**src/rtl/blkio_pkg.sv**
```systemverilog
package blkio_pkg;

   localparam int CMD_W      = 4;
   localparam int NUM_CMDS   = 12;

   typedef enum logic [2:0] {
      ST_IDLE,
      ST_IO,
      ST_MEM,
      ST_STEP,
      ST_FIN
   } state_e;

   // Decoded command attributes
   typedef struct packed {
      logic is_out;     // data flows towards the port
      logic is_imm;     // immediate-port form
      logic is_block;   // uses memory and the B count
      logic repeat_en;  // continue until B reaches zero
      logic step_down;  // HL moves downward
   } kind_t;

   function automatic logic cmd_known(input logic [CMD_W-1:0] code);
      return code < CMD_W'(NUM_CMDS);
   endfunction

   function automatic kind_t cmd_decode(input logic [CMD_W-1:0] code);
      kind_t k;
      k.is_imm    = (code < CMD_W'(2));
      k.is_block  = (code >= CMD_W'(4)) && cmd_known(code);
      k.is_out    = k.is_block ? code[1] : code[0];
      k.repeat_en = (code >= CMD_W'(8)) && cmd_known(code);
      k.step_down = k.is_block & code[0];
      return k;
   endfunction

endpackage

```
**src/rtl/blkio_addr.sv**
```systemverilog
module blkio_addr #(
   parameter int DATA_W = 8
) (
   input  logic                  sel_imm,
   input  logic                  hi_from_port,
   input  logic [DATA_W-1:0]     port_num,
   input  logic [DATA_W-1:0]     acc,
   input  logic [DATA_W-1:0]     cnt_b,
   input  logic [DATA_W-1:0]     reg_c,
   output logic [2*DATA_W-1:0]   addr
);

   logic [DATA_W-1:0] imm_hi;

   always_comb begin
      imm_hi = hi_from_port ? port_num : acc;
      if (sel_imm)
         addr = {imm_hi, port_num};
      else
         addr = {cnt_b, reg_c};
   end

endmodule

```
**src/rtl/blkio_step.sv**
```systemverilog
module blkio_step #(
   parameter int DATA_W = 8,
   parameter int HL_W   = 16
) (
   input  logic [DATA_W-1:0] b_cur,
   input  logic [HL_W-1:0]   hl_cur,
   input  logic              step_down,
   input  logic              dec_b,
   output logic [DATA_W-1:0] b_after,
   output logic [HL_W-1:0]   hl_after
);

   localparam logic [DATA_W-1:0] B_ONE  = DATA_W'(1);
   localparam logic [HL_W-1:0]   HL_ONE = HL_W'(1);

   always_comb begin
      hl_after = step_down ? (hl_cur - HL_ONE) : (hl_cur + HL_ONE);
      b_after  = dec_b ? (b_cur - B_ONE) : b_cur;
   end

endmodule

```
**src/rtl/blkio_ctrl.sv**
```systemverilog
module blkio_ctrl
   import blkio_pkg::*;
#(
   parameter int DATA_W = 8,
   parameter int HL_W   = 16
) (
   input  logic               clk,
   input  logic               rst_n,
   input  logic               start,
   input  logic [CMD_W-1:0]   cmd,
   input  logic               compat_eff,
   input  logic [DATA_W-1:0]  acc_in,
   input  logic [DATA_W-1:0]  b_in,
   input  logic [DATA_W-1:0]  c_in,
   input  logic [DATA_W-1:0]  port_in,
   input  logic [HL_W-1:0]    hl_in,
   input  logic [DATA_W-1:0]  io_rdata,
   input  logic               io_rdy,
   input  logic [DATA_W-1:0]  mem_rdata,
   input  logic               mem_rdy,
   input  logic [DATA_W-1:0]  b_after,
   input  logic [HL_W-1:0]    hl_after,
   output state_e             state,
   output kind_t              kind,
   output logic               compat_q,
   output logic [DATA_W-1:0]  acc_q,
   output logic [DATA_W-1:0]  b_q,
   output logic [DATA_W-1:0]  c_q,
   output logic [DATA_W-1:0]  port_q,
   output logic [HL_W-1:0]    hl_q,
   output logic [DATA_W-1:0]  data_q
);

   localparam logic [DATA_W-1:0] B_ONE = DATA_W'(1);

   kind_t       kind_new;
   logic        known_new;
   logic        more;

   always_comb begin
      kind_new  = cmd_decode(cmd);
      known_new = cmd_known(cmd);
      more      = kind.repeat_en && (b_after != '0);
   end

   always_ff @(posedge clk or negedge rst_n) begin
      if (!rst_n) begin
         state    <= ST_IDLE;
         kind     <= '0;
         compat_q <= 1'b0;
         acc_q    <= '0;
         b_q      <= '0;
         c_q      <= '0;
         port_q   <= '0;
         hl_q     <= '0;
         data_q   <= '0;
      end else begin
         case (state)
            ST_IDLE: begin
               if (start) begin
                  kind     <= kind_new;
                  compat_q <= compat_eff;
                  acc_q    <= acc_in;
                  c_q      <= c_in;
                  port_q   <= port_in;
                  hl_q     <= hl_in;
                  // output blocks decrement the count before the first byte
                  b_q      <= (kind_new.is_block && kind_new.is_out) ? (b_in - B_ONE) : b_in;
                  if (!known_new)
                     state <= ST_FIN;
                  else if (kind_new.is_block && kind_new.is_out)
                     state <= ST_MEM;
                  else
                     state <= ST_IO;
               end
            end
            ST_IO: begin
               if (io_rdy) begin
                  if (!kind.is_out) begin
                     if (kind.is_block) data_q <= io_rdata;
                     else               acc_q  <= io_rdata;
                  end
                  if (!kind.is_block)   state <= ST_FIN;
                  else if (kind.is_out) state <= ST_STEP;
                  else                  state <= ST_MEM;
               end
            end
            ST_MEM: begin
               if (mem_rdy) begin
                  if (kind.is_out) begin
                     data_q <= mem_rdata;
                     state  <= ST_IO;
                  end else begin
                     state  <= ST_STEP;
                  end
               end
            end
            ST_STEP: begin
               hl_q <= hl_after;
               if (more) begin
                  b_q   <= kind.is_out ? (b_after - B_ONE) : b_after;
                  state <= kind.is_out ? ST_MEM : ST_IO;
               end else begin
                  b_q   <= b_after;
                  state <= ST_FIN;
               end
            end
            ST_FIN: state <= ST_IDLE;
            default: state <= ST_IDLE;
         endcase
      end
   end

endmodule

```
**src/rtl/blkio_sequencer.sv**
```systemverilog
module blkio_sequencer
   import blkio_pkg::*;
#(
   parameter int DATA_W    = 8,
   parameter int HL_W      = 16,
   parameter bit COMPAT_EN = 1'b1
) (
   input  logic                 clk,
   input  logic                 rst_n,
   input  logic                 start,
   input  logic [CMD_W-1:0]     cmd,
   input  logic                 compat,
   input  logic [DATA_W-1:0]    acc_in,
   input  logic [DATA_W-1:0]    b_in,
   input  logic [DATA_W-1:0]    c_in,
   input  logic [DATA_W-1:0]    port_in,
   input  logic [HL_W-1:0]      hl_in,
   output logic                 io_req,
   output logic                 io_we,
   output logic [2*DATA_W-1:0]  io_addr,
   output logic [DATA_W-1:0]    io_wdata,
   input  logic [DATA_W-1:0]    io_rdata,
   input  logic                 io_rdy,
   output logic                 mem_req,
   output logic                 mem_we,
   output logic [HL_W-1:0]      mem_addr,
   output logic [DATA_W-1:0]    mem_wdata,
   input  logic [DATA_W-1:0]    mem_rdata,
   input  logic                 mem_rdy,
   output logic                 busy,
   output logic                 done,
   output logic                 zero,
   output logic [DATA_W-1:0]    acc_out,
   output logic [DATA_W-1:0]    b_out,
   output logic [HL_W-1:0]      hl_out
);

   localparam int IO_AW = 2 * DATA_W;

   if (DATA_W < 2) begin : g_bad_data_w
      $error("blkio_sequencer: DATA_W must be at least 2");
   end
   if (HL_W < 2) begin : g_bad_hl_w
      $error("blkio_sequencer: HL_W must be at least 2");
   end

   logic compat_eff;

   if (COMPAT_EN) begin : g_compat
      assign compat_eff = compat;
   end else begin : g_no_compat
      assign compat_eff = 1'b0 & compat;
   end

   state_e              state;
   kind_t               kind;
   logic                compat_q;
   logic [DATA_W-1:0]   acc_q, b_q, c_q, port_q, data_q;
   logic [HL_W-1:0]     hl_q;
   logic [DATA_W-1:0]   b_after;
   logic [HL_W-1:0]     hl_after;
   logic [IO_AW-1:0]    addr_w;

   blkio_ctrl #(.DATA_W(DATA_W), .HL_W(HL_W)) u_ctrl (
      .clk        (clk),
      .rst_n      (rst_n),
      .start      (start),
      .cmd        (cmd),
      .compat_eff (compat_eff),
      .acc_in     (acc_in),
      .b_in       (b_in),
      .c_in       (c_in),
      .port_in    (port_in),
      .hl_in      (hl_in),
      .io_rdata   (io_rdata),
      .io_rdy     (io_rdy),
      .mem_rdata  (mem_rdata),
      .mem_rdy    (mem_rdy),
      .b_after    (b_after),
      .hl_after   (hl_after),
      .state      (state),
      .kind       (kind),
      .compat_q   (compat_q),
      .acc_q      (acc_q),
      .b_q        (b_q),
      .c_q        (c_q),
      .port_q     (port_q),
      .hl_q       (hl_q),
      .data_q     (data_q)
   );

   blkio_addr #(.DATA_W(DATA_W)) u_addr (
      .sel_imm      (kind.is_imm),
      .hi_from_port (compat_q),
      .port_num     (port_q),
      .acc          (acc_q),
      .cnt_b        (b_q),
      .reg_c        (c_q),
      .addr         (addr_w)
   );

   blkio_step #(.DATA_W(DATA_W), .HL_W(HL_W)) u_step (
      .b_cur     (b_q),
      .hl_cur    (hl_q),
      .step_down (kind.step_down),
      .dec_b     (~kind.is_out),
      .b_after   (b_after),
      .hl_after  (hl_after)
   );

   always_comb begin
      io_req    = (state == ST_IO);
      io_we     = kind.is_out;
      io_addr   = addr_w;
      io_wdata  = kind.is_block ? data_q : acc_q;
      mem_req   = (state == ST_MEM);
      mem_we    = ~kind.is_out;
      mem_addr  = hl_q;
      mem_wdata = data_q;
      busy      = (state != ST_IDLE);
      done      = (state == ST_FIN);
      zero      = (b_q == '0);
      acc_out   = acc_q;
      b_out     = b_q;
      hl_out    = hl_q;
   end

endmodule

```
**config.mk**
```make
export PLATFORM = sky130hd
export DESIGN_NAME = blkio_sequencer
export DESIGN_NICKNAME = d
export VERILOG_FILES = /design/src/rtl/blkio_pkg.sv /design/src/rtl/blkio_addr.sv /design/src/rtl/blkio_step.sv /design/src/rtl/blkio_ctrl.sv /design/src/rtl/blkio_sequencer.sv
export SDC_FILE = /design/constraint.sdc
export NUM_CORES = 1
export LEC_CHECK = 0
export ABC_CLOCK_PERIOD_IN_PS = 2200
export BUFFER_PORTS_ARGS = -buffer_cell sky130_fd_sc_hd__buf_4
export CORE_MARGIN = 1
export CORE_UTILIZATION = 46
export DETAILED_ROUTE_END_ITERATION = 10
export GPL_ROUTABILITY_DRIVEN = 1
export GPL_TIMING_DRIVEN = 0
export PLACE_DENSITY = 0.82
export SLEW_MARGIN = 20
export SYNTH_ARGS = -nofsm -noshare
export SYNTH_HDL_FRONTEND = slang
export SYNTH_SLANG_ARGS = --single-unit
```
**constraint.sdc**
```tcl
create_clock -name clk -period 2.2 [get_ports clk]
set_input_delay 0.44 -clock clk [delete_from_list [all_inputs] [get_ports clk]]
set_output_delay 0.44 -clock clk [all_outputs]
set_load 0.02 [all_outputs]
```
# Yosys cells after proc, flatten, opt, wreduce, memory -nomap -nowiden
# Cells that the tools add are included.
# W data, S select, Z words.
# op_classes
magnitude_cmp,4
addsub,5
n_reduce_logical,16
mux,35
bitwise,2
eq_ne,11
# ops
op,n
$mux W8,16
$mux W16,3
$pmux W8 S2,3
$pmux W16 S2,1
$sub A8 B1 Y8 const B,3
$mux W3,6
$add A16 B1 Y16 const B,1
$sub A16 B1 Y16 const B,1
$pmux W3 S4,1
$logic_not A8 Y1,1
$ne A2 B1 Y1 const B,4
$reduce_bool A8 Y1,1
$eq A3 B2 Y1 const B,2
$mux W2,3
$ne A2 B2 Y1 const B,3
$reduce_and A6 Y1,1
$reduce_bool A2 Y1,3
$reduce_and A5 Y1,1
$ge A4 B3 Y1 const B,1
$ge A4 B4 Y1 const B,1
$logic_and A1 B1 Y1,4
$lt A4 B2 Y1 const B,1
$lt A4 B4 Y1 const B,1
$reduce_and A2 Y1,2
other kinds (8),9
# word_totals
inputBits,74
reg_bits,65

# Logic depth before layout (Yosys ltp)
# Gate-level depths: netlist of the first run.
# depth
ltp_word,8
ltp_mapped,10
depth_no_buf,8

# Cells and area by module
# Synthesis of the first run repeated with hierarchy kept, for this count alone.
# unflattened
hier_cells,562
area_unflattened_um2,5023.6
# modules_own_cells
module,cells_each,area_per_inst_um2,instances,seq_area_each_um2
blkio_ctrl,387,3627.2,1,1626.6
blkio_step,106,833.3,1,0.0
blkio_addr,36,296.5,1,0.0
blkio_sequencer,33,266.5,1,0.0

# Worst setup path before layout of the first run
# Ideal clock, no wire load.
# synth_timing
path_type,reg2reg
start,"reg, netlist name u_ctrl.kind[0]"
end,reg u_ctrl.hl_q[13]
n_path_buf,0
slack_ns,-0.219
path_stages_with_launch,8
synth_period_minus_slack_ns,2.419
arrival_ns,2.284
setup_ns,0.134
required_time_ns,2.066
path_cell_list,dfrtp_1 -> ha_1 -> a211oi_1 -> o21ai_0 -> a2111oi_0 -> o21ai_0 -> xnor2_1 -> o21ai_0
# synth_via
elab_chain_len,2
# synth_lines
item,line_no,text
$mux W16,blkio_step.sv:17,hl_after = step_down ? (hl_cur - HL_ONE) : (hl_cur + HL_ONE);
$pmux W16 S2,blkio_ctrl.sv:58,case (state)
end signal: assignment,blkio_ctrl.sv:66,hl_q <= hl_in;
end signal: assignment,blkio_ctrl.sv:99,hl_q <= hl_after;
end: declaration,blkio_ctrl.sv:30,"output logic [HL_W-1:0] hl_q,"
# Every way passes these cells.
# A chain may end at the register's enable or synchronous reset.

# Worst setup path after layout of the first run
# layout_timing
start,"reg, netlist name u_ctrl.kind[0]"
end,reg u_ctrl.hl_q[10]
# layout_via
elab_chain_len,2
# layout_lines
item,line_no
$mux W16,blkio_step.sv:17
$pmux W16 S2,blkio_ctrl.sv:58
# Every way passes these cells.

==> results of run 1 <==
[report_power, final]
part / internal (mW) / leakage [nW] / switching [mW]
registers: 1.77 / 0.786 / 0.796
logic: 3.63 / 2.38 / 4.21
clock network: 0.441 / 0.0826 / 0.510
[synthesized netlist by cell type, drive strengths merged (3+ instances only)]
master,count
or3,5
clkbuf,27
nor2b,6
nor3b,4
dfrtp,65
a22oi,4
inv,15
a31oi,6
o21ai,42
nand3,15
nand2,116
xnor2,15
nor3,8
nand4,3
nand2b,5
o22ai,5
o21bai,4
a211oi,3
mux2i,28
mux2,17
o21a,4
nor4b,3
nor2,38
xor2,5
buf,24
or4b,3
and3,5
nor4,9
a21oi,36
ha,20
[cell type report]
cell class,instances,area [µm²]
Clock inverter,4,28.8
Sequential cell,65,1640
Fill cell,744,2880
Tap cell,133,166
Multi-Input combinational cell,444,3200
Clock buffer,12,145
Inverter,15,61.3
Buffer,45,282
Timing Repair Buffer,191,1470
[what timing repair did]
| item | in CTS | in global routing |
|---|---|---|
| cloned | 1 | 0 |
| pin swaps | 18 | 20 |
| setup endpoints to repair | 65 | 68 |
| hold buffers | 0 | 0 |
| hold endpoints to repair | 0 | 0 |
| resized for setup | 46 | 68 |
| setup buffers | 24 | 9 |
[metrics by stage]
stage / setup WS, ps / instances / hold slack [ps] / util
6_report: -129 / 909 / 143 / 0.708
5_1_grt: -188 / 909 / 225 / 0.708
4_1_cts: -130 / 906 / 211 / 0.678
3_5_place_dp: -376 / 868 / 459 / 0.626
3_3_place_gp: -346 / 868 / 453 / 0.626
2_1_floorplan: 0.954 / 575 / 144 / -
[cell families (layout without fill, tap and decap cells)]
kind of cell	after synthesis	count (layout)
mux	45	45
xor+xnor	20	20
simple gates	229	229
compound gates	129	129
flops	65	65
fa+ha+maj	21	21
buf+inv	66	267
[flip-flops by register name (all words and copies together), names as in the netlist]
signal           flops
u_ctrl.kind          5
u_ctrl.b_q           8
u_ctrl.hl_q         16
u_ctrl.data_q        8
u_ctrl.port_q        8
u_ctrl.state         3
u_ctrl.c_q           8
u_ctrl.acc_q         8
u_ctrl.compat_q      1
[final timing paths]
check	endpoint	slack, ps
min in group clk	u_ctrl.c_q[0]	270
worst max-delay path	u_ctrl.hl_q[10]	-130
worst max register to register	u_ctrl.hl_q[10]	-130
worst min register to register	u_ctrl.c_q[0]	480
worst min-delay path	u_ctrl.hl_q[12]	140
max in group asynchronous	u_ctrl.kind[0]	1390
[critical path: stages, from the launching register on]
cell and delay, ps:
dfrtp_4 530, buf_6 160, ha_4 230, nor2b_4 130, o31a_1 280, o21ai_2 220
a211oi_2 110, or3_1 310, a31o_2 250
[metal layers]
layer | vias to the layer above | global-route usage | share of wire
met2 | 277 | 0.491 | 0.49
met1 | 2453 | 0.341 | 0.40
met3 | 58 | 0.0585 | 0.075
met4 | 0 | 0.145 | 0.036
met5 | - | 0 | 0
li1 | 2410 | - | -
==> results.ini, run 1 <==
[critical_path]
worstSetupPathType = reg -> reg
startpoint = u_ctrl.kind[0]
start_kind = flop
arrival_ps = 2590
r2r_cells = 8
reg2reg_from = u_ctrl.kind[0]
crit_fanout = 6
end_kind = flop
required_ps = 2460

[layout]
final_common_cell = buf_4
syn_to_final_growth_pct = 47.3
nets = 866
layout-drive-gt1-share = 0.423
diodes = 0
final_cell_mix = buf_4 (202), nand2_1 (113), dfrtp_1 (59)
final_area_mm2 = 0.00699

[detailed_routing]
firstDrtPassIters = 5
wire_per_inst_um = 17.6
drc = 0
viasPerCell = 5.72
drt_iter0_markers = 438
vias = 5198
ant_nets = 0
wl_um = 16000

[sta]
setup_tns_ps = -728
slew_headroom = 0.429
achievable-frequency_mhz = 429
finalClockSkew_ps = 15.4
timing.final.ws_setup_ps = -129
fin_crit_sh = 1.06
finalCriticalPeriod_ps = 2330
slew_violations = 0
setup_viol = 11
finalHoldViolCount = 0
rsz0062_at_grt = yes
worst_slew_pin_slew_ps = 856

[yosys]
yosys_warnings = 0
synth_top_cell_area_share = 0.343
synth_nets = 670
synth-simple-area-share = 0.229
ys_top_cells_by_area = dfrtp_1 (34%), nand2_1 (9.2%), mux2i_1 (5.9%)
synth-async-reset-ratio = 1.00
synth-seq-cells = 65
synth_top_family_by_area = simple AND/OR/NAND/NOR gates
synthAdderAreaFrac = 0.0570
syn-cell-area_mm2 = 0.00474
synth_cell_types = 65
synth_xor_area_frac = 0.0369
ys_seq_area_frac = 0.343
avgSynthCellArea_um2 = 8.25
synth_top_cell_by_area = dfrtp_1
synth_compound_gate_area_share = 0.166
syn_inst = 575
synth_edf_count = 0
synth_ff_type = dfrtp_1
synthMuxAreaShare = 0.0994

[placed_design]
dpl-instance-area_mm2 = 0.00617
hpwl_um = 11100
port_buffers = 160
gp_congestion = 0.955

[clock_network]
root_buffer = clkbuf_8
cts-htree-levels = 3
clkTransAtPathRegs_ps = 90
clockBufferDepth = 2
cts_inserted_buffers = 9
tritoncts = yes
cts.sinks = 65
clock_latency_ps = 370

[run_status]
violations = setup timing
status = complete, but fails checks

[power]
vdd_ir_drop_max_v = 0.00123
total_power_mw = 11.4
leakagePower_nw = 3.25
power_density_mw_per_mm2 = 1630

[floorplan]
rows = 36
die_height_um = 104
pin_count = 161
start_util = 0.481
dieArea_mm2 = 0.0107
die_w_um = 104
core_area_mm2 = 0.00986

[worst_hold_path]
hold_path.class = in -> async

[job]
cap_viol_max_count = 0

[grt]
antenna_found_initial = 0
grt_pass1_vias = 4991
grt_pass1_wl_um = 24600
grt_util_all_layers = 0.287
grt_max_degree = 66
grt_overflow_total = 0

Power figures use the tool's default switching activity.
==> run 2: changes to the inputs <==
Settings changed: ABC_AREA from default to 1, CORE_UTILIZATION 46 to 47, PLACE_DENSITY 0.82 to 0.83.
==> run 2 against run 1 <==
The flow now finishes without violations. Power hardly changed. Design area is 4.1% lower. Global-route usage is 0.49 points lower. Clock skew is 3.4 ps lower. Maximum frequency is 9.9% higher. First-iteration DRC count is 19% lower. Wire length is 4.3% lower. Critical endpoint is now mem_req.
==> results.ini, run 2 <==
[placed_design]
dp.cells = 999  ; +15%
hpwl_um = 11400  ; +2.9%
port_buffers = 160  ; unchanged
gp_congestion = 0.913  ; -4.4%

[critical_path]
required_ps = 1760  ; -700 ps
arrival_ps = 1680  ; -910 ps
startpoint = u_ctrl.state[2]
crit_fanout = 10  ; +4
reg2reg_from = u_ctrl.b_q[0]
start_kind = flop
worstSetupPathType = reg -> out
end_kind = primary output

[grt]
grt_max_degree = 66  ; unchanged
grt_pass1_wl_um = 24300  ; -0.99%
globalRouteMet3Util = 0.0453  ; -0.0132
grt_pass1_vias = 5030  ; +0.78%
antenna_found_initial = 0  ; unchanged
grt-busiest-layer = met2
gr-usage-met1 = 0.366  ; +0.0247
grt_overflow_total = 0  ; unchanged
met2_usage = 0.471  ; -0.0201
grt_util_all_layers = 0.282  ; -0.00486

[sta]
fin_crit_sh = 0.964  ; -0.0951
worst_slew_pin_slew_ps = 848  ; -7.73 ps
finalHoldViolCount = 0  ; unchanged
slew_headroom = 0.434  ; +0.00515
setup_viol = 0  ; -11
setup_tns_ps = 0  ; +728 ps
achievable-frequency_mhz = 472  ; +9.9%
finalCriticalPeriod_ps = 2120  ; -209 ps
slew_violations = 0  ; unchanged
finalClockSkew_ps = 12.0  ; -3.36 ps

[layout]
final_cell_mix = nand2_1 (231), buf_4 (186), dfrtp_1 (62)
diodes = 0  ; unchanged
regMostFlops = u_ctrl.hl_q
syn_to_final_growth_pct = 38.0
nets = 982  ; +13%
largest_reg_flops = 16  ; unchanged
final_common_cell = nand2_1
layout-drive-gt1-share = 0.318  ; -0.104
final_cell_count_no_fill = 1025  ; +13%

[floorplan]
pin_count = 161  ; unchanged
die_w_um = 104  ; about the same
rows = 36  ; unchanged
die_height_um = 104  ; about the same
dieArea_mm2 = 0.0107  ; +0.19%
core_area_mm2 = 0.00991  ; +0.46%
start_util = 0.490  ; +0.00918

[worst_hold_path]
hold_path.class = in -> async

[detailed_routing]
ant_nets = 0  ; unchanged
vias = 5432  ; +4.5%
viasPerCell = 5.30  ; -7.3%
wl_um = 15300  ; -4.3%
drc = 0  ; unchanged
wire_per_inst_um = 14.9  ; -15%
drt_iter0_markers = 354  ; -19%
firstDrtPassIters = 6  ; +1

[yosys]
synth-async-reset-ratio = 1.00  ; unchanged
yosysMostFrequentCell = nand2_1
syn_inst = 706  ; +23%
synth-seq-cells = 65  ; unchanged
ys_top_cells_by_count = nand2_1 (233), dfrtp_1 (65), inv_1 (58)
synth_top_cell_by_area = dfrtp_1
ys_seq_area_frac = 0.335  ; -0.00795
yosys_warnings = 0  ; unchanged
synth_top_cell_area_share = 0.335  ; -0.00795
synth_nets = 801  ; +20%
synth_cell_types = 45  ; -31%
syn-cell-area_mm2 = 0.00486  ; +2.4%
ys_top_cells_by_area = dfrtp_1 (33%), nand2_1 (18%), ha_1 (5.2%)
synth_edf_count = 0  ; unchanged
synth_ff_type = dfrtp_1
avgSynthCellArea_um2 = 6.88  ; -17%

[clock_network]
cts.sinks = 65  ; unchanged
clockBufferDepth = 2  ; unchanged
root_buffer = clkbuf_8
tritoncts = yes
clock_latency_ps = 350  ; -20 ps
clkTransAtPathRegs_ps = 80  ; about the same
cts-htree-levels = 3  ; unchanged
cts_inserted_buffers = 9  ; unchanged

[power]
vdd_ir_drop_max_v = 0.000943  ; -23%
leakagePower_nw = 3.47  ; +6.7%
total_power_mw = 11.4  ; about the same
power_density_mw_per_mm2 = 1700  ; +4.4%

[run_status]
status = completed

[job]
cap_viol_max_count = 0  ; unchanged

[run 2: through the flow]
stage | hold slack (ps) | worst slack (ps) | instance area, µm² | utilization
finish | 181 | 80.1 | 6700 | 0.676
global route | 249 | -35.7 | 6700 | 0.676
CTS | 225 | 0.0464 | 6470 | 0.653
detailed placement | 467 | -524 | 6220 | 0.628
global placement | 462 | -463 | 6220 | 0.628
floorplan | 144 | 16.4 | 4860 | -
[run 2: per-layer routing]
metal / share of wire / up-vias
li1: - / 2663
met1: 0.42 / 2491
met2: 0.48 / 246
met3: 0.077 / 32
met4: 0.023 / 0
met5: 0 / -
[run 2: timing repair]
action,in CTS,in global routing
cloned,0,0
buffers inserted,2,9
endpoints found under the setup margin,22,41
hold buffers,0,0
pin swaps,0,4
resized for setup,13,44
endpoints found under the hold margin,0,0
[run 2: worst paths after layout]
kind                                   end  cells past startpoint  slack, ps
setup / recovery                   mem_req                      3         80
hold / removal             u_ctrl.hl_q[12]                      1        180
setup reg to reg             u_ctrl.b_q[2]                     11        100
hold reg to reg              u_ctrl.c_q[3]                      2        490
max in group asynchronous   u_ctrl.kind[0]                      1       1350
min in group clk             u_ctrl.c_q[0]                      3        280
[run 2: power by group]
group	switching [mW]	internal, mW
clock	0.516	0.563
combinational	4.68	3.16
sequential	0.669	1.79
[run 2: final cells by class]
class	count	area, µm²
Timing Repair Buffer	171	1290
Inverter	67	258
Sequential cell	65	1630
Tap cell	133	166
Buffer	39	243
Clock inverter	5	63.8
Fill cell	888	3210
Clock buffer	11	141
Multi-Input combinational cell	534	2910
[run 2: critical path, stage by stage (launching register included)]
cell	delay, ps
dfrtp_1	490
nor3_2	330
clkbuf_2	310
buf_4	190
[run 2: cell families after synthesis]
family                   count (synthesis)  synth area share
adder cells (fa/ha/maj)                 21            0.0557
flip-flops                              65             0.335
AND/OR/NAND/NOR                        361             0.316
buffers and inverters                  107             0.101
XOR/XNOR                                16            0.0289
AO/OA/AOI/OAI                          136             0.164
